**config.mk**
```make
export PLATFORM = sky130hd
export DESIGN_NAME = rail_reset_supervisor
export DESIGN_NICKNAME = d
export VERILOG_FILES = /design/src/rtl/rsup_pkg.sv /design/src/rtl/rsup_sync.sv /design/src/rtl/rsup_mr_qual.sv /design/src/rtl/rsup_seq.sv /design/src/rtl/rail_reset_supervisor.sv
export SDC_FILE = /design/constraint.sdc
export NUM_CORES = 1
export LEC_CHECK = 0
export CORE_MARGIN = 2
export CORE_UTILIZATION = 50
export DETAILED_ROUTE_END_ITERATION = 8
export PLACE_DENSITY = 0.67
export SYNTH_ARGS = -nofsm -noshare
export SYNTH_HDL_FRONTEND = slang
export SYNTH_SLANG_ARGS = --single-unit
```
**constraint.sdc**
```tcl
create_clock -name clk -period 3.3 [get_ports clk]
set_clock_uncertainty 0.15 [all_clocks]
set_input_delay 0.99 -clock clk [delete_from_list [all_inputs] [get_ports clk]]
set_output_delay 0.99 -clock clk [all_outputs]
set_load 0.05 [all_outputs]
```
**src/rtl/rsup_pkg.sv**
```systemverilog
package rsup_pkg;

    typedef enum logic [1:0] {
        SUP_HOLD   = 2'd0,
        SUP_TIMING = 2'd1,
        SUP_RUN    = 2'd2
    } sup_state_e;

    // Raw monitor inputs as carried through the synchronizer bank.
    typedef struct packed {
        logic core_ok;
        logic rail1_ok;
        logic rail2_ok;
        logic rail3_above;
        logic mr_n;
    } mon_in_s;

    localparam int MON_W = $bits(mon_in_s);

    // Individual fault causes after qualification.
    typedef struct packed {
        logic core;
        logic rail1;
        logic rail2;
        logic rail3;
        logic manual;
    } fault_vec_s;

    function automatic logic any_fault(input fault_vec_s f);
        return |f;
    endfunction

    // Value each synchronized input holds while in reset: the faulting level.
    function automatic logic [MON_W-1:0] sync_reset_value(input logic ov_sense);
        mon_in_s v;
        v.core_ok     = 1'b0;
        v.rail1_ok    = 1'b0;
        v.rail2_ok    = 1'b0;
        v.rail3_above = ov_sense;
        v.mr_n        = 1'b1;
        return v;
    endfunction

endpackage

```
**src/rtl/rsup_sync.sv**
```systemverilog
module rsup_sync #(
    parameter int          W       = 1,
    parameter int          STAGES  = 2,
    parameter logic [W-1:0] RST_VAL = '0
) (
    input  logic         clk,
    input  logic         rst,
    input  logic [W-1:0] d,
    output logic [W-1:0] q
);
    logic [W-1:0] pipe [STAGES];

    genvar g;
    generate
        for (g = 0; g < STAGES; g++) begin : g_stage
            if (g == 0) begin : g_first
                always_ff @(posedge clk) begin
                    if (rst) pipe[0] <= RST_VAL;
                    else     pipe[0] <= d;
                end
            end else begin : g_next
                always_ff @(posedge clk) begin
                    if (rst) pipe[g] <= RST_VAL;
                    else     pipe[g] <= pipe[g-1];
                end
            end
        end
    endgenerate

    assign q = pipe[STAGES-1];
endmodule

```
**src/rtl/rsup_mr_qual.sv**
```systemverilog
module rsup_mr_qual #(
    parameter int DEB_CYC = 200
) (
    input  logic clk,
    input  logic rst,
    input  logic mr_n_s,
    output logic req
);
    localparam int DW = (DEB_CYC < 2) ? 1 : $clog2(DEB_CYC + 1);
    localparam logic [DW-1:0] LAST = DW'(DEB_CYC - 1);

    logic [DW-1:0] low_cnt;
    logic          req_q;

    always_ff @(posedge clk) begin
        if (rst) begin
            low_cnt <= '0;
            req_q   <= 1'b0;
        end else if (mr_n_s) begin
            low_cnt <= '0;
            req_q   <= 1'b0;
        end else if (!req_q) begin
            if (low_cnt == LAST) req_q <= 1'b1;
            else                 low_cnt <= low_cnt + 1'b1;
        end
    end

    assign req = req_q;
endmodule

```
**src/rtl/rsup_seq.sv**
```systemverilog
module rsup_seq
    import rsup_pkg::*;
#(
    parameter int TIMEOUT_CYC = 40_000_000
) (
    input  logic       clk,
    input  logic       rst,
    input  logic       fault,
    output sup_state_e state,
    output logic       rst_hi,
    output logic       rst_lo_n
);
    localparam int CW = (TIMEOUT_CYC < 2) ? 1 : $clog2(TIMEOUT_CYC + 1);
    localparam logic [CW-1:0] LAST = CW'(TIMEOUT_CYC - 1);

    sup_state_e st_q, st_d;
    logic [CW-1:0] cnt_q, cnt_d;
    logic hi_q, lo_n_q;

    always_comb begin
        st_d  = st_q;
        cnt_d = cnt_q;
        if (fault) begin
            st_d  = SUP_HOLD;
            cnt_d = '0;
        end else begin
            unique case (st_q)
                SUP_HOLD: begin
                    if (TIMEOUT_CYC <= 1) begin
                        st_d = SUP_RUN;
                    end else begin
                        st_d  = SUP_TIMING;
                        cnt_d = CW'(1);
                    end
                end
                SUP_TIMING: begin
                    if (cnt_q == LAST) begin
                        st_d  = SUP_RUN;
                        cnt_d = '0;
                    end else begin
                        cnt_d = cnt_q + 1'b1;
                    end
                end
                SUP_RUN: st_d = SUP_RUN;
                default: begin
                    st_d  = SUP_HOLD;
                    cnt_d = '0;
                end
            endcase
        end
    end

    always_ff @(posedge clk) begin
        if (rst) begin
            st_q  <= SUP_HOLD;
            cnt_q <= '0;
        end else begin
            st_q  <= st_d;
            cnt_q <= cnt_d;
        end
    end

    // The two output registers are loaded from the same next state.
    always_ff @(posedge clk) begin
        if (rst) hi_q <= 1'b1;
        else     hi_q <= (st_d != SUP_RUN);
    end

    always_ff @(posedge clk) begin
        if (rst) lo_n_q <= 1'b0;
        else     lo_n_q <= (st_d == SUP_RUN);
    end

    assign state    = st_q;
    assign rst_hi   = hi_q;
    assign rst_lo_n = lo_n_q;
endmodule

```
**src/rtl/rail_reset_supervisor.sv**
```systemverilog
module rail_reset_supervisor
    import rsup_pkg::*;
#(
    parameter int TIMEOUT_CYC  = 40_000_000,
    parameter int DEBOUNCE_CYC = 200,
    parameter bit OV_SENSE     = 1'b0,
    parameter int SYNC_STAGES  = 2
) (
    input  logic       clk,
    input  logic       rst,
    input  logic       core_alive_i,
    input  logic       vdd_ok_i,
    input  logic       rail2_ok_i,
    input  logic       rail3_above_i,
    input  logic       man_rst_n_i,
    output logic       sys_rst_n_o,
    output logic       sys_rst_o,
    output logic [1:0] state_o
);
    localparam logic [MON_W-1:0] SYNC_RST = sync_reset_value(OV_SENSE);

    mon_in_s    raw, syn;
    fault_vec_s fv;
    logic       mr_req;
    logic       rail3_bad;
    sup_state_e st;

    assign raw.core_ok     = core_alive_i;
    assign raw.rail1_ok    = vdd_ok_i;
    assign raw.rail2_ok    = rail2_ok_i;
    assign raw.rail3_above = rail3_above_i;
    assign raw.mr_n        = man_rst_n_i;

    rsup_sync #(
        .W      (MON_W),
        .STAGES (SYNC_STAGES),
        .RST_VAL(SYNC_RST)
    ) u_sync (
        .clk(clk),
        .rst(rst),
        .d  (raw),
        .q  (syn)
    );

    rsup_mr_qual #(
        .DEB_CYC(DEBOUNCE_CYC)
    ) u_mr (
        .clk   (clk),
        .rst   (rst),
        .mr_n_s(syn.mr_n),
        .req   (mr_req)
    );

    generate
        if (OV_SENSE) begin : g_over
            assign rail3_bad = syn.rail3_above;
        end else begin : g_under
            assign rail3_bad = ~syn.rail3_above;
        end
    endgenerate

    assign fv.core   = ~syn.core_ok;
    assign fv.rail1  = ~syn.rail1_ok;
    assign fv.rail2  = ~syn.rail2_ok;
    assign fv.rail3  = rail3_bad;
    assign fv.manual = mr_req;

    rsup_seq #(
        .TIMEOUT_CYC(TIMEOUT_CYC)
    ) u_seq (
        .clk     (clk),
        .rst     (rst),
        .fault   (any_fault(fv)),
        .state   (st),
        .rst_hi  (sys_rst_o),
        .rst_lo_n(sys_rst_n_o)
    );

    assign state_o = st;
endmodule

```
Word-level counts from Yosys, hierarchy flattened
Memories as Yosys holds them, arrays and structs flattened.
Cells that the tools add are included.
{"block": "op_classes", "n_mux": 12, "eq_ne": 6, "n_bitwise": 8, "reduce_logical": 5, "add_sub_neg": 2}
{"operator": "26-bit one-hot mux with 3 select lines", "count": 1}
{"operator": "26-bit by 1-bit adder with 26-bit output, second input constant", "count": 1}
{"operator": "26-bit == test, second input constant", "count": 1}
{"operator": "26-bit two-way mux", "count": 1}
{"operator": "5-bit two-way mux", "count": 2}
{"operator": "8-bit by 1-bit adder with 8-bit output, second input constant", "count": 1}
{"operator": "8-bit == test, second input constant", "count": 1}
{"operator": "1-bit inverter", "count": 6}
{"operator": "2-bit one-hot mux with 3 select lines", "count": 1}
{"operator": "6-bit OR reduction", "count": 1}
{"operator": "1-bit two-way mux", "count": 5}
{"operator": "5-bit OR reduction", "count": 1}
{"operator": "2-bit == test, second input constant", "count": 2}
{"operator": "2-bit two-way mux", "count": 2}
{"operator": "2-bit by 1-bit == test with 1-bit output, second input constant", "count": 1}
{"operator": "2-bit zero test", "count": 1}
{"operator": "2-bit != test, second input constant", "count": 1}
{"operator": "1-bit OR", "count": 2}
{"operator": "2-bit AND reduction", "count": 1}
{"operator": "2-bit OR reduction", "count": 1}
{"block": "totals", "memories": 1, "wordCells": 40, "inputBits": 7, "register_bits": 39, "ram_bits": 10}
{"memory": "u_sync.pipe", "words": 2, "width": 5, "read_ports": 2, "rd_clocked_by_memory_dff": 0, "write_ports": 2, "line": "rsup_sync.sv:11", "source": "logic [W-1:0] pipe [STAGES];"}

Longest topological paths before layout
Gate-level depths: netlist of run 1.
{"block": "logic_depth", "depth_word": 5, "ltp_mapped": 8, "ltp_nobuf": 6}

Hierarchy
From an unflattened synthesis of run 1, not the netlist that was laid out.
{"block": "hier_totals", "hier_cells": 267, "hier_area_um2": 2299.7}
{"module": "rsup_seq", "instances": 1, "area_per_inst_um2": 1596.5, "cells_per_inst": 199, "seq_area_each_um2": 600.6}
{"module": "rsup_mr_qual", "instances": 1, "area_per_inst_um2": 427.9, "cells_per_inst": 46, "seq_area_each_um2": 180.2}
{"module": "rsup_sync", "instances": 1, "area_per_inst_um2": 262.8, "cells_per_inst": 20, "seq_area_each_um2": 200.2}
{"module": "rail_reset_supervisor", "instances": 1, "area_per_inst_um2": 12.5, "cells_per_inst": 2, "seq_area_each_um2": 0.0}

Worst setup path before layout of run 1
Ideal clock, no wire load.
{"block": "synth_timing", "path_type": "input -> register", "from": "in rst", "to": "reg u_seq.cnt_q[14]", "required_ns": 3.090, "stages": 5, "setup_ns": 0.060, "slack_ns": 0.634, "arrival_ns": 2.456, "path_cell_list": "or4_1 -> clkbuf_1 -> nor2_1 -> clkbuf_1 -> a221o_1"}
{"block": "synth_between", "elab_chain_len": 1}
{"item": "from (decl)", "line": "rail_reset_supervisor.sv:10", "source": "input logic rst,"}
{"item": "6-bit OR reduction (no line)"}
{"item": "to (signal assigned)", "line": "rsup_seq.sv:59", "source": "cnt_q <= cnt_d;"}
{"item": "to (decl)", "line": "rsup_seq.sv:17", "source": "logic [CW-1:0] cnt_q, cnt_d;"}
No other way between the ends.
A chain may end at the register's enable or synchronous reset.

Final worst setup path of run 1
{"block": "layout_timing", "from": "reg u_seq.st_q[1], in the netlist u_seq.state[1]", "to": "out state_o[1]"}
{"item": "from (decl)", "line": "rsup_seq.sv:16", "source": "sup_state_e st_q, st_d;"}
{"item": "from (signal assigned)", "line": "rsup_seq.sv:58", "source": "st_q <= st_d;"}
{"item": "to (decl)", "line": "rail_reset_supervisor.sv:18", "source": "output logic [1:0] state_o"}
No word-level cell between the ends.

==> flow_summary_export.csv, run 1 <==
group,metric,value,unit
outcome,status,"completed",
routing,vias_per_cell,5.90,
synth,synth.area.top_cells,"dfxtp_1 (44%), a221o_1 (4.9%), nor2_1 (4.4%), nand2_1 (4.0%), nand4_1 (3.4%)",
pwr,internal-power,0.758,mW
sta,fin_crit,2.74,ns
sta,fmax,365,MHz
synth,synthTopCellsByCount,"dfxtp_1 (49), nor2_1 (26), nand2_1 (24), nand4_1 (12)",
critical_path,critPathBufInv,1,
routing,drc_errors,0,
sta,rsz0062_at_grt,"false",
cells_and_area,fin_cells,317,
sta,fin_setup_tns,0,ns
critical_path,cp_cell_sequence,"clkdlybuf4s50_1",
clock_tree,cts_resized,0,
sta,finalSetupViolations,0,
global_route,grt_pass1_wl,7590,um
floorplan,die_area,5000,sq um
floorplan,core_area,4320,sq um
critical_path,reg2reg_depth,7,
placement,pre_cts_slack,0.415,ns
sta,finalWorstSetupSlack,0.558,ns
synth,synthFlopType,"dfxtp_1",
pwr,net-switching-power,0.208,mW
synth,netlist_area,2230,sq um
pwr,pwr-share-seq,0.620,
floorplan,fp.dieH,70.7,um
pwr,ir_drop,0.000324,V
pwr,p_comb_frac,0.016,
global_route,grt_max_degree,21,
sta,slew_viol_final,0,
clock_tree,numCtsBuffers,5,
synth,syn_nets,263,
clock_tree,cts_root_buf,"clkbuf_8",
critical_path,crit_cells,1,
synth,synth-seq-area-share,0.441,
clock_tree,clkSinkCount,49,
critical_path,reg2reg_from,"u_seq.cnt_q[0]$_SDFFE_PP0P_",
job,drv_cap,0,
pwr,finalPower,0.965,mW
floorplan,ioPinCount,11,
sta,relSlewSlack,0.583,
critical_path,critical_path_required,2.16,ns
routing,first_pass_iters,4,
critical_path,crit_type,"reg -> out",
sta,hold_viol,0,
critical_path,cp-start-kind,"flop",
synth,synth.most_common_cell,"dfxtp_1",
critical_path,critPathLaunch,"u_seq.state[1]$_SDFF_PP0_",
clock_tree,ctsHoldBuffers,0,
routing,routed_wl,4280,um
critical_path,crit_path_max_fanout,7,
routing,antenna_left,0,
placement,io_buffers,10,
clock_tree,clk_path_buf_depth,2,
synth,syn-instance-count,254,
placement,place_congestion,0.769,
pwr,p_per_area,390,nW/um^2
routing,wl_per_cell,13.5,um
synth,avgSynthCellArea,8.76,sq um
critical_path,reg2reg_to,"u_seq.cnt_q[24]$_SDFFE_PP0P_",
global_route,overflow,0,
synth,async_reset_ff_frac,0,
cells_and_area,layout-drive-gt1-share,0.0906,
routing,drt-initial-drc-count,135,
critical_path,arrival,1.60,ns
clock_tree,h-tree-depth,2,
synth,ys_seq_elements,49,
sta,period_share,0.831,
floorplan,initial_core_util,0.515,
cells_and_area,design_area,2480,sq um
clock_tree,clk_pin_slew_worst_paths,0.09,ns
cells_and_area,layout.nets,273,
placement,placed_cell_area,2390,sq um
synth,synth_cell_types,44,
clock_tree,cts_tree,"done",
synth,ys_warn_count,0,
critical_path,crit_family,"buffers and inverters",
global_route,grt.total_usage,0.188,
cells_and_area,area_growth_syn_to_layout,11.3,%
pwr,sw_frac_of_total,0.215,
critical_path,r2r_slack,0.74,ns
critical_path,cp-end-kind,"output port",
hold_path,min-delay-start,"u_sync.pipe[0][0]$_SDFF_PP1_",
floorplan,die_w,70.7,um
clock_tree,post-cts-setup-buffers,0,
hold_path,hold_path.class,"reg -> reg",
global_route,antenna_found_initial,0,
routing,num_vias,1870,
critical_path,slowest_delay,0.85,ns
synth,synth_top_area_share,0.441,
synth,yosys.area.top_type,"dfxtp_1",
critical_path,cp-endpoint,"state_o[1]",
clock_tree,clk_latency,0.30,ns
pwr,clkPwrFrac,0.364,
placement,place_inst,309,
synth,synth-edff-count,0,
critical_path,cp_slowest_cell,"clkdlybuf4s50_1",
sta,tightestPinTransition,0.624,ns
global_route,grt_pass1_vias,1746,
cells_and_area,diodes,0,
floorplan,placementRows,24,
cells_and_area,num-fill-cells,396,
placement,dp_hpwl,3030,um
pwr,p_leak,0.866,nW
## registers in the layout, summed over array words and instances, names as in the netlist
signal,count
u_seq.cnt_q,26
u_mr.low_cnt,8
u_seq.rst_lo_n,1
u_mr.req,1
u_sync.pipe,10
u_seq.state,2
u_seq.rst_hi,1
## cell families after synthesis
family	Yosys count	synth area share
AND/OR/NAND/NOR	135	0.333
flip-flops	49	0.441
AO/OA/AOI/OAI	43	0.148
buffers and inverters	15	0.0270
XOR/XNOR	9	0.0354
adder cells (fa/ha/maj)	2	0.0112
multiplexers	1	0.00450
## through the flow
stage,util,hold slack [ns]
global placement,0.552,0.256
detailed placement,0.552,0.253
CTS,0.573,0.275
finish,0.573,0.274
global route,0.573,0.284
floorplan,-,0.239
## final cells by class
class / instances / area, sq um / area share
multi-input combinational: 190 / 1180 / 0.478
sequential: 49 / 981 / 0.396
timing repair buffer: 17 / 153 / 0.0616
clock buffer: 5 / 68.8 / 0.0278
tap: 52 / 65.1 / 0.0263
clock inverter: 3 / 21.3 / 0.00859
inverter: 1 / 3.75 / 0.00152
## power groups by stage
stage	logic, mW	clock network (mW)	registers [mW]
after floorplan	0.00694	0	0.612
after global placement	0.0154	0	0.612
after detailed placement	0.0157	0	0.612
after CTS	0.0158	0.365	0.598
after global routing	0.0172	0.394	0.599
final	0.0154	0.352	0.598
## layer usage
layer	part of all wire	track usage	vias to the layer above	wire length, um
li1	-	-	962	-
met1	0.48	0.235	870	2070
met2	0.47	0.313	32	2010
met3	0.033	0.0470	6	142
met4	0.015	0.0734	0	63
met5	0	0	-	0
## cells in the final DEF, fill, tap and decap left out, types with 2 or more instances in the layout
cell type | Yosys | layout
nand3b_1 | 3 | 3
or3_1 | 3 | 3
or2_2 | 3 | 3
and4_1 | 2 | 2
nand3_1 | 11 | 11
buf_4 | 0 | 7
a21oi_1 | 7 | 7
nor3_1 | 7 | 7
nand4_1 | 12 | 12
xor2_1 | 3 | 3
nor2_1 | 26 | 26
and3_1 | 11 | 11
o311a_1 | 3 | 3
nand2b_1 | 4 | 4
clkbuf_8 | 0 | 5
ha_1 | 2 | 2
xnor2_1 | 6 | 6
o21a_1 | 3 | 3
a221o_1 | 11 | 11
nand2_1 | 24 | 24
a32oi_1 | 2 | 2
nor4_1 | 8 | 8
o21ai_0 | 5 | 5
clkdlybuf4s50_1 | 0 | 10
dfxtp_1 | 49 | 49
nor2b_1 | 10 | 10
a22o_1 | 2 | 2
or3_4 | 2 | 2
a31oi_1 | 6 | 6
## worst min-delay path by stage
stage	cells past startpoint	endpoint	slack [ns]
finish	1	u_sync.pipe[1][0]$_SDFF_PP1_	0.27
global route	1	u_sync.pipe[1][0]$_SDFF_PP1_	0.28
CTS	1	u_sync.pipe[1][0]$_SDFF_PP1_	0.28
detailed placement	1	u_sync.pipe[1][0]$_SDFF_PP1_	0.25
global placement	1	u_sync.pipe[1][0]$_SDFF_PP1_	0.26
floorplan	1	u_sync.pipe[1][0]$_SDFF_PP1_	0.24
(Power assumes the default switching activity.)
==> run 2: changes to the inputs <==
--- a/config.mk
+++ b/config.mk
@@ -8,7 +8,7 @@
 export CORE_MARGIN = 2
 export CORE_UTILIZATION = 50
 export DETAILED_ROUTE_END_ITERATION = 8
-export PLACE_DENSITY = 0.67
+export PLACE_DENSITY = 0.7
 export SYNTH_ARGS = -nofsm -noshare
 export SYNTH_HDL_FRONTEND = slang
 export SYNTH_SLANG_ARGS = --single-unit
==> constraint.sdc (replaced) <==
create_clock -name clk -period 2.4 [get_ports clk]
set_clock_uncertainty 0.15 [all_clocks]
set_input_delay 0.72 -clock clk [delete_from_list [all_inputs] [get_ports clk]]
set_output_delay 0.72 -clock clk [all_outputs]
set_load 0.05 [all_outputs]
==> flow_summary_export.csv, run 2 (synthesized netlist as in run 1, its figures left out) <==
group,metric,value,unit
floorplan,placementRows,24,
pwr,p_per_area,581,nW/um^2
sta,fin_setup_tns,0,ns
hold_path,hold_path.class,"reg -> reg",
sta,slew_viol_final,0,
clock_tree,cts_root_buf,"clkbuf_8",
routing,dr_wl_met2,2290,um
critical_path,crit_path_max_fanout,7,
routing,first_pass_iters,4,
global_route,grt_max_degree,20,
routing,routed_wl,4750,um
clock_tree,clk_latency,0.30,ns
sta,finalSetupViolations,0,
clock_tree,clkSinkCount,49,
sta,fin_crit,2.32,ns
job,drv_cap,0,
clock_tree,clk_path_buf_depth,2,
critical_path,cp_slowest_cell,"or4_4",
pwr,finalPower,1.55,mW
floorplan,initial_core_util,0.515,
cells_and_area,reg_top3,"u_seq.cnt_q (26), u_sync.pipe (10), u_mr.low_cnt (8)",
cells_and_area,area_growth_syn_to_layout,19.5,%
cells_and_area,num-fill-cells,415,
floorplan,core_area,4320,sq um
sta,rsz0062_at_grt,"false",
cells_and_area,largest_register,"u_seq.cnt_q",
hold_path,min-delay-start,"u_sync.pipe[0][0]$_SDFF_PP1_",
cells_and_area,multiInputGateArea,1200,sq um
routing,num_vias,1933,
global_route,grt.total_usage,0.207,
clock_tree,numCtsBuffers,5,
clock_tree,clk_pin_slew_worst_paths,0.09,ns
cells_and_area,layout.nets,288,
outcome,status,"completed",
routing,drt-initial-drc-count,131,
sta,relSlewSlack,0.660,
global_route,grt_pass1_wl,8340,um
critical_path,reg2reg_from,"u_seq.cnt_q[4]$_SDFFE_PP0P_",
cells_and_area,final_common_cell,"dfxtp_1",
routing,wl_per_cell,14.3,um
pwr,ir_drop,0.000371,V
placement,dp_hpwl,3400,um
pwr,p_leak,0.999,nW
global_route,antenna_found_initial,0,
cells_and_area,seq_area,981,sq um
placement,io_buffers,10,
placement,place_congestion,0.801,
sta,period_share,0.968,
routing,drt-met1-wl,2240,um
sta,hold_ws,0.270,ns
critical_path,slowest_delay,0.54,ns
critical_path,cp_cell_sequence,"nand3_2 > or3_4 > or4_4 > o211a_1 > a221o_1",
clock_tree,ctsHoldBuffers,0,
critical_path,crit_type,"reg -> reg",
floorplan,fp.dieH,70.7,um
critical_path,arrival,2.36,ns
routing,wl_met3,148,um
global_route,overflow,0,
routing,drc_errors,0,
floorplan,ioPinCount,11,
critical_path,critical_path_required,2.44,ns
routing,antenna_left,0,
clock_tree,cts_tree,"done",
routing,vias_per_cell,5.82,
critical_path,cp-end-kind,"flop",
routing,top_layer_used,"met4",
critical_path,cp-start-kind,"flop",
cells_and_area,diodes,0,
clock_tree,h-tree-depth,2,
sta,fmax,431,MHz
critical_path,critPathLaunch,"u_seq.cnt_q[4]$_SDFFE_PP0P_",
cells_and_area,layout-drive-gt1-share,0.150,
floorplan,die_area,5000,sq um
floorplan,die_w,70.7,um
sta,hold_viol,0,
cells_and_area,largest_reg_flops,26,
global_route,grt_pass1_vias,1785,
sta,tightestPinTransition,0.506,ns
cells_and_area,layout_common_cells,"dfxtp_1 (49), nor2_1 (26), nand2_1 (24), buf_4 (22), nand4_1 (12)",
[run 2: cell types whose count changed in the layout (fill, tap and decap cells not counted), sizes merged]
| cell | delta |
|---|---|
| buf | +17 |
| bufinv | +2 |
| clkdlybuf4s50 | -2 |
| clkinv | -1 |
| clkinvlp | -1 |
[run 2: worst paths after layout]
path         depth (start not counted)                           end  slack [ns]
min                                  1  u_sync.pipe[1][0]$_SDFF_PP1_        0.27
min reg2reg                          1  u_sync.pipe[1][0]$_SDFF_PP1_        0.27
max                                  5  u_seq.cnt_q[23]$_SDFFE_PP0P_        0.08
max reg2reg                          5  u_seq.cnt_q[23]$_SDFFE_PP0P_        0.08
[run 2: metal layers]
layer,vias to the layer above,track usage
li1,991,-
met1,898,0.275
met2,36,0.340
met3,8,0.0427
met4,0,0.0629
met5,-,0
[run 2: what timing repair did]
item	CTS	global route
resized for setup	0	2
buffers inserted	0	0
setup endpoints to repair	0	7
[run 2: final cells by class]
cell class	count	share of cell area
multi-input cells	190	0.450
flip-flops and latches	49	0.369
repair buffers	32	0.104
clock buffers	5	0.0259
clock inverters	3	0.0259
well taps	52	0.0245
inverters	1	0.00141
[run 2: metrics by stage]
stage	utilization	setup slack, ns	cell area (sq um)	std cells
floorplan	-	0.00394	2230	254
global placement	0.580	-0.133	2510	324
detailed placement	0.580	-0.205	2510	324
CTS	0.612	0.0672	2650	332
global route	0.615	0.00946	2660	332
finish	0.615	0.0771	2660	332
[run 2: critical path: cells and delay by family, from the launching register on]
| kind | cells | cell delay [ns] |
|---|---|---|
| AO/OA/AOI/OAI | 2 | 0.48 |
| AND/OR/NAND/NOR | 3 | 1.18 |
| flip-flops | 1 | 0.41 |
[run 2: where the power goes]
| part | leakage, nW | total [mW] | switching [mW] | internal, mW |
|---|---|---|---|---|
| clock | 0.0687 | 0.703 | 0.283 | 0.419 |
| sequential | 0.397 | 0.823 | 0.00202 | 0.820 |
| combinational | 0.534 | 0.0211 | 0.00648 | 0.0147 |
==> run 3: changes to the inputs <==
--- a/config.mk
+++ b/config.mk
@@ -11,4 +11,5 @@
 export PLACE_DENSITY = 0.7
 export SYNTH_ARGS = -nofsm -noshare
 export SYNTH_HDL_FRONTEND = slang
+export SYNTH_HIERARCHICAL = 1
 export SYNTH_SLANG_ARGS = --single-unit
==> flow_summary_export.csv, run 3 <==
group,metric,value,unit
outcome,status,"completed",
sta,fin_crit,2.31,ns
clock_tree,clk_path_buf_depth,2,
synth,synth-xor-area-share,0.00762,
cells_and_area,layout.nets,294,
placement,io_buffers,10,
sta,fin_setup_tns,0,ns
synth,yosys.area_share.simple,0.297,
floorplan,ioPinCount,11,
placement,place_congestion,0.795,
critical_path,critPathBufInv,1,
routing,wl_per_cell,13.7,um
synth,synthTopCellsByCount,"dfxtp_1 (49), nand2_1 (30), a21oi_1 (25), o21ai_0 (13)",
synth,async_reset_ff_frac,0,
clock_tree,h-tree-depth,2,
routing,num_vias,1998,
routing,antenna_left,0,
synth,yosys.area.top_type,"dfxtp_1",
sta,rsz0062_at_grt,"false",
synth,synth.area.top_cells,"dfxtp_1 (43%), a21oi_1 (5.4%), nand2_1 (4.9%), nand4_1 (3.3%), nor2b_1 (3.3%)",
cells_and_area,layout-drive-gt1-share,0.137,
sta,fmax,433,MHz
synth,synthFlopType,"dfxtp_1",
critical_path,cp_cell_sequence,"clkdlybuf4s50_1",
sta,tightestPinTransition,0.504,ns
clock_tree,clk_latency,0.31,ns
clock_tree,clkSinkCount,49,
synth,synth.most_common_cell,"dfxtp_1",
pwr,p_per_area,526,nW/um^2
clock_tree,numCtsBuffers,5,
critical_path,cp_slowest_cell,"clkdlybuf4s50_1",
floorplan,fp.dieH,71.8,um
routing,vias_per_cell,5.93,
global_route,overflow,0,
global_route,grt_pass1_vias,1731,
placement,pre_cts_slack,0.0226,ns
sta,slew_viol_final,0,
critical_path,cp-end-kind,"output port",
synth,synth-edff-count,0,
sta,hold_viol,0,
pwr,p_leak,0.908,nW
global_route,antenna_found_initial,0,
critical_path,crit_family,"buffers and inverters",
routing,drc_errors,0,
cells_and_area,diodes,0,
cells_and_area,area_growth_syn_to_layout,13.1,%
sta,period_share,0.962,
synth,syn_nets,277,
floorplan,initial_core_util,0.525,
critical_path,crit_path_max_fanout,1,
clock_tree,cts_root_buf,"clkbuf_8",
synth,synth-seq-area-share,0.427,
synth,synth_top_family_by_area,"simple AND/OR/NAND/NOR gates",
synth,synth_cell_types,56,
synth,ys_seq_elements,49,
synth,synth_fa_ha_area_frac,0.0163,
floorplan,die_area,5160,sq um
cells_and_area,largest_register,"u_seq/cnt_q",
floorplan,core_area,4380,sq um
synth,syn-instance-count,267,
synth,ys_warn_count,6,
clock_tree,cts_tree,"done",
job,drv_cap,0,
sta,finalSetupViolations,0,
floorplan,placementRows,24,
routing,routed_wl,4600,um
global_route,grt_pass1_wl,8020,um
cells_and_area,fin_cells,337,
global_route,grt.total_usage,0.198,
placement,place_inst,329,
cells_and_area,layout_common_cells,"dfxtp_1 (49), nand2_1 (30), a21oi_1 (24), buf_4 (14), o21ai_0 (13)",
critical_path,slowest_delay,0.80,ns
cells_and_area,largest_reg_flops,26,
pwr,ir_drop,0.000358,V
sta,hold_ws,0.263,ns
synth,synth.area.mux_share,0.00871,
routing,first_pass_iters,4,
synth,netlist_area,2300,sq um
clock_tree,ctsHoldBuffers,0,
critical_path,crit_type,"reg -> out",
floorplan,die_w,71.8,um
cells_and_area,reg_top3,"u_seq/cnt_q (26), u_sync/pipe (10), u_mr/low_cnt (8)",
cells_and_area,final_common_cell,"dfxtp_1",
critical_path,critical_path_required,1.53,ns
clock_tree,clk_pin_slew_worst_paths,0.09,ns
synth,avgSynthCellArea,8.61,sq um
critical_path,cp-start-kind,"flop",
placement,dp_hpwl,3260,um
critical_path,arrival,1.44,ns
global_route,grt_max_degree,43,
synth,synth_compound_area_frac,0.195,
sta,finalWorstSetupSlack,0.0904,ns
routing,drt-initial-drc-count,116,
sta,relSlewSlack,0.663,
synth,synth_top_area_share,0.427,
hold_path,hold_path.class,"reg -> reg",
==> run 3: cell families after synthesis <==
| kind of cell | count (synthesis) |
|---|---|
| buffers and inverters | 22 |
| adders and majority gates | 3 |
| muxes | 2 |
| DFF | 49 |
| AOI/OAI and AO/OA | 72 |
| xor gates and xnor gates | 2 |
| and+or+nand+nor | 117 |
==> run 3: metal layers <==
metal,share of wire,wire length [um],track usage,vias up
li1,-,-,-,1023
met1,0.51,2360,0.285,917
met2,0.42,1910,0.286,46
met3,0.049,225,0.0492,12
met4,0.023,105,0.0755,0
met5,0,0,0,-
==> run 3: cell type report <==
cell class	count	area [sq um]
Clock buffer	6	82.6
Clock inverter	2	17.5
Fill cell	409	1780
Inverter	9	33.8
Multi-Input combinational cell	196	1220
Sequential cell	49	981
Tap cell	52	65.1
Timing Repair Buffer	23	205
==> run 3: report_power, final <==
group          total, mW  internal [mW]  switching, mW
logic             0.0218         0.0146        0.00722
clock network      0.523          0.239          0.284
registers          0.823          0.820        0.00244
total               1.37           1.07          0.294
==> run 3: path summary, 6_finish.rpt <==
check / to / cells after the start / start / slack [ns]
worst min-delay path: u_sync/pipe[1][0]$_SDFF_PP1_ / 1 / u_sync/pipe[0][0]$_SDFF_PP1_ / 0.26
worst max register to register: u_seq/cnt_q[22]$_SDFFE_PP0P_ / 6 / u_seq/cnt_q[0]$_SDFFE_PP0P_ / 0.20
worst max-delay path: sys_rst_n_o / 1 / u_seq/rst_lo_n$_SDFF_PP0_ / 0.09
worst min register to register: u_sync/pipe[1][0]$_SDFF_PP1_ / 1 / u_sync/pipe[0][0]$_SDFF_PP1_ / 0.26
==> run 3: timing repair <==
action	4_1_cts	5_1_grt
setup endpoints to repair	0	1
setup buffers	0	0
gates resized for setup	0	1
==> run 3: through the flow <==
step                      area (sq um)   util  power, mW
after floorplan                   2300      -      0.849
after global placement            2490  0.569      0.863
after detailed placement          2490  0.569      0.864
after CTS                         2590  0.592       1.39
after global routing              2600  0.593       1.42
final                             2600  0.593       1.37
